<file path="config.mk">
export PLATFORM = sky130hd
export DESIGN_NAME = tx_frame_arbiter
export DESIGN_NICKNAME = d
export VERILOG_FILES = /design/src/rtl/tx_arb_pkg.sv /design/src/rtl/tx_arb_ctrl.sv /design/src/rtl/tx_arb_cts_hyst.sv /design/src/rtl/tx_arb_pick.sv /design/src/rtl/tx_frame_arbiter.sv
export SDC_FILE = /design/constraint.sdc
export NUM_CORES = 1
export LEC_CHECK = 0
export ABC_CLOCK_PERIOD_IN_PS = 3900
export BUFFER_PORTS_ARGS = -buffer_cell sky130_fd_sc_hd__clkbuf_2
export CAP_MARGIN = 10
export CORE_ASPECT_RATIO = 0.5
export CORE_MARGIN = 5
export CORE_UTILIZATION = 32
export CTS_CLUSTER_DIAMETER = 60
export DETAILED_ROUTE_END_ITERATION = 16
export PLACE_DENSITY = 0.63
export REMOVE_ABC_BUFFERS = 1
export SETUP_SLACK_MARGIN = 0.3
export SLEW_MARGIN = 5
export SYNTH_ARGS = -nofsm -noshare
export SYNTH_HDL_FRONTEND = slang
export SYNTH_SLANG_ARGS = --single-unit
</file>
<file path="constraint.sdc">
create_clock -name clk -period 3.9 [get_ports clk]
set_clock_uncertainty 0.05 [all_clocks]
set_input_delay 0 -clock clk [delete_from_list [all_inputs] [get_ports clk]]
set_output_delay 0 -clock clk [all_outputs]
set_load 0.02 [all_outputs]
</file>
<file path="src/rtl/tx_arb_pkg.sv">
package tx_arb_pkg;

    typedef enum logic {
        KIND_CTRL = 1'b0,
        KIND_DATA = 1'b1
    } frame_kind_e;

    typedef enum logic {
        ST_IDLE = 1'b0,
        ST_BUSY = 1'b1
    } arb_state_e;

    typedef struct packed {
        logic tx_en;
        logic arb_dis;
        logic data_en;
        logic cts_mode;
    } arb_cfg_t;

    localparam arb_cfg_t CFG_DEFAULT = '{tx_en: 1'b0, arb_dis: 1'b0, data_en: 1'b0, cts_mode: 1'b0};

    // Next value of the clear-to-send hysteresis flag; the set condition wins
    // if the thresholds are programmed so that both apply.
    function automatic logic cts_next(input logic cur, input logic at_high, input logic at_low);
        if (at_high)
            return 1'b1;
        else if (at_low)
            return 1'b0;
        else
            return cur;
    endfunction

    // CTS bit placed into a frame header at grant time.
    function automatic logic header_cts(input logic mode, input logic flag);
        return mode ? flag : 1'b1;
    endfunction

endpackage

</file>
<file path="src/rtl/tx_arb_ctrl.sv">
module tx_arb_ctrl
    import tx_arb_pkg::*;
(
    input  logic     clk,
    input  logic     rst,
    input  logic     cfg_wr,
    input  arb_cfg_t cfg_in,
    input  logic     cfg_soft_rst,
    output arb_cfg_t cfg_q,
    output logic     srst_q
);

    always_ff @(posedge clk) begin
        if (rst) begin
            cfg_q  <= CFG_DEFAULT;
            srst_q <= 1'b0;
        end else if (srst_q) begin
            cfg_q  <= CFG_DEFAULT;
            srst_q <= 1'b0;
        end else if (cfg_wr) begin
            if (cfg_soft_rst)
                srst_q <= 1'b1;
            else
                cfg_q <= cfg_in;
        end
    end

endmodule

</file>
<file path="src/rtl/tx_arb_cts_hyst.sv">
module tx_arb_cts_hyst
    import tx_arb_pkg::*;
#(
    parameter int FREE_W = 8
) (
    input  logic              clk,
    input  logic              clr,
    input  logic [FREE_W-1:0] free_cnt,
    input  logic [FREE_W-1:0] lvl_high,
    input  logic [FREE_W-1:0] lvl_low,
    output logic              flag_q
);

    logic at_high;
    logic at_low;

    always_comb begin
        at_high = (free_cnt >= lvl_high);
        at_low  = (free_cnt <= lvl_low);
    end

    always_ff @(posedge clk) begin
        if (clr)
            flag_q <= 1'b1;
        else
            flag_q <= cts_next(flag_q, at_high, at_low);
    end

endmodule

</file>
<file path="src/rtl/tx_arb_pick.sv">
module tx_arb_pick #(
    parameter int N_SRC = 4,
    localparam int IDX_W = (N_SRC > 1) ? $clog2(N_SRC) : 1
) (
    input  logic             clk,
    input  logic             clr,
    input  logic             hold,
    input  logic [N_SRC-1:0] req_valid,
    input  logic [N_SRC-1:0] req_is_data,
    input  logic             tx_en,
    input  logic             arb_dis,
    input  logic             data_en,
    output logic             any_elig,
    output logic [IDX_W-1:0] win_idx,
    output logic [N_SRC-1:0] reject_q
);

    logic [N_SRC-1:0] elig;
    logic             gate_open;

    assign gate_open = tx_en && !arb_dis && !hold;

    // Per-source eligibility: global gates plus the data-frame gate.
    for (genvar g = 0; g < N_SRC; g++) begin : g_elig
        assign elig[g] = req_valid[g] && gate_open && (!req_is_data[g] || data_en);
    end

    // Fixed priority: lowest index among eligible sources.
    always_comb begin
        win_idx = '0;
        for (int i = N_SRC - 1; i >= 0; i--) begin
            if (elig[i])
                win_idx = IDX_W'(i);
        end
        any_elig = |elig;
    end

    // One-cycle reject pulse for each refused request.
    always_ff @(posedge clk) begin
        if (clr)
            reject_q <= '0;
        else
            reject_q <= req_valid & ~elig & ~reject_q;
    end

endmodule

</file>
<file path="src/rtl/tx_frame_arbiter.sv">
module tx_frame_arbiter
    import tx_arb_pkg::*;
#(
    parameter int N_SRC  = 4,
    parameter int FREE_W = 8,
    localparam int IDX_W = (N_SRC > 1) ? $clog2(N_SRC) : 1
) (
    input  logic              clk,
    input  logic              rst,
    input  logic              cfg_wr,
    input  logic              cfg_tx_en,
    input  logic              cfg_arb_dis,
    input  logic              cfg_data_en,
    input  logic              cfg_cts_mode,
    input  logic              cfg_soft_rst,
    input  logic [N_SRC-1:0]  req_valid,
    input  logic [N_SRC-1:0]  req_is_data,
    input  logic [FREE_W-1:0] rx_free,
    input  logic [FREE_W-1:0] thr_high,
    input  logic [FREE_W-1:0] thr_low,
    input  logic              fr_ready,
    input  logic              fr_done,
    output logic [N_SRC-1:0]  grant,
    output logic [N_SRC-1:0]  reject,
    output logic              fr_start,
    output logic              fr_busy,
    output logic [IDX_W-1:0]  fr_src,
    output logic              fr_is_data,
    output logic              fr_cts
);

    arb_cfg_t    cfg_in;
    arb_cfg_t    cfg_q;
    logic        srst_q;
    logic        clr;
    logic        cts_level;
    logic        any_elig;
    logic [IDX_W-1:0] win_idx;

    arb_state_e  state_q;
    logic [IDX_W-1:0] cur_src_q;
    frame_kind_e cur_kind_q;
    logic        cur_cts_q;
    logic [N_SRC-1:0] grant_q;
    logic        start_q;

    assign cfg_in = '{tx_en: cfg_tx_en, arb_dis: cfg_arb_dis,
                      data_en: cfg_data_en, cts_mode: cfg_cts_mode};
    assign clr    = rst || srst_q;

    tx_arb_ctrl u_ctrl (
        .clk          (clk),
        .rst          (rst),
        .cfg_wr       (cfg_wr),
        .cfg_in       (cfg_in),
        .cfg_soft_rst (cfg_soft_rst),
        .cfg_q        (cfg_q),
        .srst_q       (srst_q)
    );

    tx_arb_cts_hyst #(.FREE_W(FREE_W)) u_cts (
        .clk      (clk),
        .clr      (clr),
        .free_cnt (rx_free),
        .lvl_high (thr_high),
        .lvl_low  (thr_low),
        .flag_q   (cts_level)
    );

    tx_arb_pick #(.N_SRC(N_SRC)) u_pick (
        .clk         (clk),
        .clr         (clr),
        .hold        (srst_q),
        .req_valid   (req_valid),
        .req_is_data (req_is_data),
        .tx_en       (cfg_q.tx_en),
        .arb_dis     (cfg_q.arb_dis),
        .data_en     (cfg_q.data_en),
        .any_elig    (any_elig),
        .win_idx     (win_idx),
        .reject_q    (reject)
    );

    // Grant sequencer: idle -> busy at grant, busy -> idle on framer done.
    always_ff @(posedge clk) begin
        if (clr) begin
            state_q    <= ST_IDLE;
            cur_src_q  <= '0;
            cur_kind_q <= KIND_CTRL;
            cur_cts_q  <= 1'b1;
            grant_q    <= '0;
            start_q    <= 1'b0;
        end else begin
            grant_q <= '0;
            start_q <= 1'b0;
            case (state_q)
                ST_IDLE: begin
                    if (any_elig && fr_ready) begin
                        state_q    <= ST_BUSY;
                        cur_src_q  <= win_idx;
                        cur_kind_q <= req_is_data[win_idx] ? KIND_DATA : KIND_CTRL;
                        cur_cts_q  <= header_cts(cfg_q.cts_mode, cts_level);
                        grant_q    <= N_SRC'(1) << win_idx;
                        start_q    <= 1'b1;
                    end
                end
                ST_BUSY: begin
                    if (fr_done)
                        state_q <= ST_IDLE;
                end
                default: state_q <= ST_IDLE;
            endcase
        end
    end

    assign grant      = grant_q;
    assign fr_start   = start_q;
    assign fr_busy    = (state_q == ST_BUSY);
    assign fr_src     = cur_src_q;
    assign fr_is_data = (cur_kind_q == KIND_DATA);
    assign fr_cts     = cur_cts_q;

endmodule

</file>
==> results.rst <==
.. list-table::
   :header-rows: 1

   * - Metric
     - Value
   * - Run status
     - completed
   * - Num CTS Buffers
     - 3
   * - Gates resized, CTS repair
     - 0
   * - Number of H-tree levels
     - 1
   * - Kind of capture point of the worst setup path
     - flop
   * - I/O Buffers
     - 55
   * - Maximum buffer depth of the clock tree
     - 2
   * - Internal Pwr Total
     - about 0.00035 W
   * - Combined area of the multi-input logic cells
     - around 700 sq um
   * - Sequential area share after synthesis
     - between 30% and 40%
   * - Final-layout setup total negative slack
     - 0 ns
   * - Placeable core region
     - between 0.003 and 0.004 sq mm
   * - #FFs+latches synth
     - 20
   * - Area after detailed placement
     - about 0.0015 sq mm
   * - Clock Power Share
     - about a third
   * - Fraction of layout cells with a size suffix above 1
     - 31.5%
   * - Sequential Power Share
     - a little under half
   * - Clock transition at the registers of the reported paths
     - ~0.07 ns
   * - Count of yosys warnings during synthesis
     - 0
   * - First-pass GRT wire length
     - roughly 4.7 mm
   * - Die X-Extent
     - 95.9 um
   * - Hold path endpoint
     - u_pick.reject_q[3]
   * - Drt total wl
     - ~2.9 mm
   * - Share of synthesized registers carrying an async set or reset
     - 0%
   * - Pin count of the biggest net entering global routing
     - 12
   * - Share of synthesized area spent on multiplexers
     - under 10%
   * - Filler cell count in the final layout
     - around 370
   * - Clock tree from TritonCTS
     - yes
   * - Pins over their slew limit
     - 0
   * - Worst-path maximum fanout
     - 5
   * - Worst R2R Setup Slack
     - roughly 2.3 ns
   * - Worst Min Path Start
     - req_valid[3]
   * - Data arrival time of the critical path
     - between 1.5 and 2 ns
   * - Nature of the critical path startpoint
     - flop
   * - Post-route DRC
     - 0
   * - Via Count
     - approximately 1.1k
   * - Finished Cell Area
     - 0.00166 sq mm
   * - Setup slack after placement
     - roughly 2.3 ns
   * - Maximum resistive drop on vdd
     - 0.118 mV
   * - Synthesized-area fraction occupied by adder cells
     - about 17%
   * - Die Footprint
     - 0.00508 sq mm
   * - Number of global-route vias before repair
     - between 1k and 1.5k
   * - Number of antenna violations at the first check in global routing
     - 0
   * - Kind of critical path
     - flop to flop
   * - Main combinational cell family by area after synthesis
     - simple AND/OR/NAND/NOR gates
   * - Switching part of the total
     - 25.0%
   * - Detailed-route wire length per cell
     - approximately 11 um
   * - Unrepaired setup endpoints after global routing
     - no
   * - Overall power consumption
     - about 0.00047 W
   * - Initial cell density of the core
     - approximately a third
   * - Worst reg2reg path endpoint
     - fr_src[0]
   * - R2R depth
     - 4
   * - Worst r2r src
     - u_ctrl.cfg_q[1]
   * - Final cycle utilization of the critical path
     - 42.3%
   * - DRC marker count from the first detailed-route iteration
     - 25
   * - Required time of the critical path
     - a little under 4 ns
   * - Top Ports
     - 56
   * - Setup violators final
     - 0
   * - Syn Std Cell Area
     - approximately 0.0012 sq mm
   * - Layout area overhead
     - 40.6%
   * - Post-synthesis share of cell area spent on xor and xnor gates
     - 0%
   * - Synthesized-area fraction occupied by ao, oa, aoi and oai cells
     - between 10% and 20%
   * - Number of nets in the layout
     - about 260
   * - Sw power
     - 0.000117 W
   * - Shortest clock period the worst path allows after layout
     - approximately 1.6 ns
   * - Leading cell types in the layout, fill and taps excluded
     - sky130_fd_sc_hd__clkbuf_2 (55), sky130_fd_sc_hd__inv_1 (22), sky130_fd_sc_hd__dfxtp_1 (20)
   * - Max-slew headroom
     - 58.3%
   * - Clock Root Buffer
     - sky130_fd_sc_hd__clkbuf_8
   * - Global-route usage over all layers
     - a little under an eighth
   * - Worst Tran Pin Value
     - 0.620 ns
   * - Half-perimeter wire length after placement
     - around 2.4 mm
   * - Cell depth of the worst min-delay path
     - 2
   * - Final Hold Viols
     - 0
   * - CTS sink count
     - 20
   * - Vertical die dimension
     - roughly 53 um
   * - Max_cap viols
     - 0
   * - Post-synthesis cell type count
     - 35
   * - Most common library cell in the layout ignoring fill and taps
     - sky130_fd_sc_hd__clkbuf_2
   * - Number of flops mapped to enable cells by yosys
     - 0
   * - Residual overflow from global routing
     - 0
   * - Routability congestion estimate from global placement
     - 0.785
   * - Sequential cell area
     - around 400 sq um
   * - Clock latency at the later pin of the worst-skew pair
     - around 0.26 ns
   * - Share of power burned in combinational logic
     - 20.5%
   * - Syn avg cell area
     - approximately 8.9 sq um
   * - Number of standard-cell rows in the floorplan
     - 15
   * - Detail Route Antenna Nets
     - 0
   * - Gate Count Post-Synth
     - 133
   * - Peak Freq
     - just over 600 MHz
   * - Detailed-router iteration count before antenna repair
     - 4
   * - Flip-flop cell with the highest count after synthesis
     - sky130_fd_sc_hd__dfxtp_1
   * - Share of synthesized cell area in and, or, nand and nor gates
     - a little under a quarter
   * - Path category of the worst min-delay check
     - primary input to flop
   * - Final Worst Setup Slack
     - ~2.3 ns
   * - Total inserted antenna cells
     - 0
   * - Utilization after layout
     - a little under half
   * - Pwr/cell area
     - 283 mW/mm^2
   * - Static Leakage
     - around 0.89 nW
   * - Routed vias/inst
     - roughly 4.5
## cell type report
cell class / instances / share of cell area, %
multi-input cells: 89 / 41.1
clock buffers: 4 / 3.32
inverters: 22 / 4.97
well taps: 51 / 3.84
flip-flops and latches: 20 / 24.1
repair buffers: 65 / 22.6
## stage by stage
step	hold slack, ns	cells
after floorplan	0.0886	131
after detailed placement	0.197	237
after CTS	0.0158	251
after global routing	0.0357	251
final	0.0259	251
after global placement	0.183	237
## worst max-delay path by stage
stage | slack [ns] | cells after the start | endpoint | start
floorplan | 2.43 | 4 | u_cts.flag_q | u_ctrl.srst_q
global placement | 2.32 | 4 | u_cts.flag_q | u_ctrl.srst_q
detailed placement | 2.27 | 5 | fr_is_data | u_ctrl.cfg_q[2]
CTS | 2.27 | 5 | fr_is_data | u_ctrl.cfg_q[2]
global route | 2.14 | 5 | fr_is_data | u_ctrl.cfg_q[3]
finish | 2.25 | 4 | fr_src[0] | u_ctrl.cfg_q[1]
## synth_stat cells (2+ instances only)
library cell               count  area [sq um]
sky130_fd_sc_hd__a21o_1        5          37.5
sky130_fd_sc_hd__nor2b_1       4          25.0
sky130_fd_sc_hd__o211ai_1      2          15.0
sky130_fd_sc_hd__mux2i_1       4          40.0
sky130_fd_sc_hd__nand4_1       3          18.8
sky130_fd_sc_hd__nand3_1       4          20.0
sky130_fd_sc_hd__nand2_1       5          18.8
sky130_fd_sc_hd__and3_1        4          25.0
sky130_fd_sc_hd__nand3b_1      2          15.0
sky130_fd_sc_hd__ha_1         16           200
sky130_fd_sc_hd__inv_1        22          82.6
sky130_fd_sc_hd__dfxtp_1      20           400
sky130_fd_sc_hd__o21ai_0       3          15.0
sky130_fd_sc_hd__nand2b_1      5          31.3
sky130_fd_sc_hd__nor4b_1       3          26.3
sky130_fd_sc_hd__a211oi_1      2          15.0
sky130_fd_sc_hd__nor2_1       10          37.5
sky130_fd_sc_hd__a21oi_1       2          10.0
## per-layer routing
metal / vias up / track usage, % / routed length (um) / part of all wire [%]
li1: 597 / - / - / -
met1: 506 / 12.7 / 1220 / 42
met2: 31 / 21.4 / 1430 / 50
met3: 6 / 3.55 / 169 / 5.9
met4: 0 / 6.37 / 59 / 2.0
met5: - / 0 / 0 / 0
## cells by family (layout without fill, tap and decap cells)
| family | count (synthesis) | in the layout |
|---|---|---|
| adders and majority gates | 16 | 16 |
| buffers and inverters | 24 | 91 |
| and+or+nand+nor | 46 | 46 |
| muxes | 4 | 4 |
| AOI/OAI and AO/OA | 23 | 23 |
| DFF | 20 | 20 |
## critical path: stages (launching register included)
cell	delay, ns
sky130_fd_sc_hd__dfxtp_1	0.35
sky130_fd_sc_hd__nand2b_1	0.17
sky130_fd_sc_hd__and3_1	0.24
sky130_fd_sc_hd__o31ai_1	0.57
sky130_fd_sc_hd__o22ai_1	0.14
## power by group through the flow
| stage | clock, W | sequential, W | combinational [W] |
|---|---|---|---|
| after floorplan | 0 | 0.000224 | 0.0000473 |
| after global placement | 0 | 0.000220 | 0.0000873 |
| after detailed placement | 0 | 0.000220 | 0.0000892 |
| after CTS | 0.000165 | 0.000215 | 0.0000974 |
| after global routing | 0.000176 | 0.000216 | 0.000110 |
| final | 0.000157 | 0.000215 | 0.0000963 |
## state kept, by name (all words and copies together) (netlist names)
name	count
fr_busy	1
fr_cts	1
fr_is_data	1
fr_src	2
fr_start	1
grant	4
u_ctrl.cfg_q	4
u_ctrl.srst_q	1
u_cts.flag_q	1
u_pick.reject_q	4
## timing repair
item / in CTS / in global routing
buffers inserted: 0 / 0
endpoints found under the hold margin: 9 / 0
hold buffers: 10 / 0
Note: power is estimated with default switching activity, not from simulation.
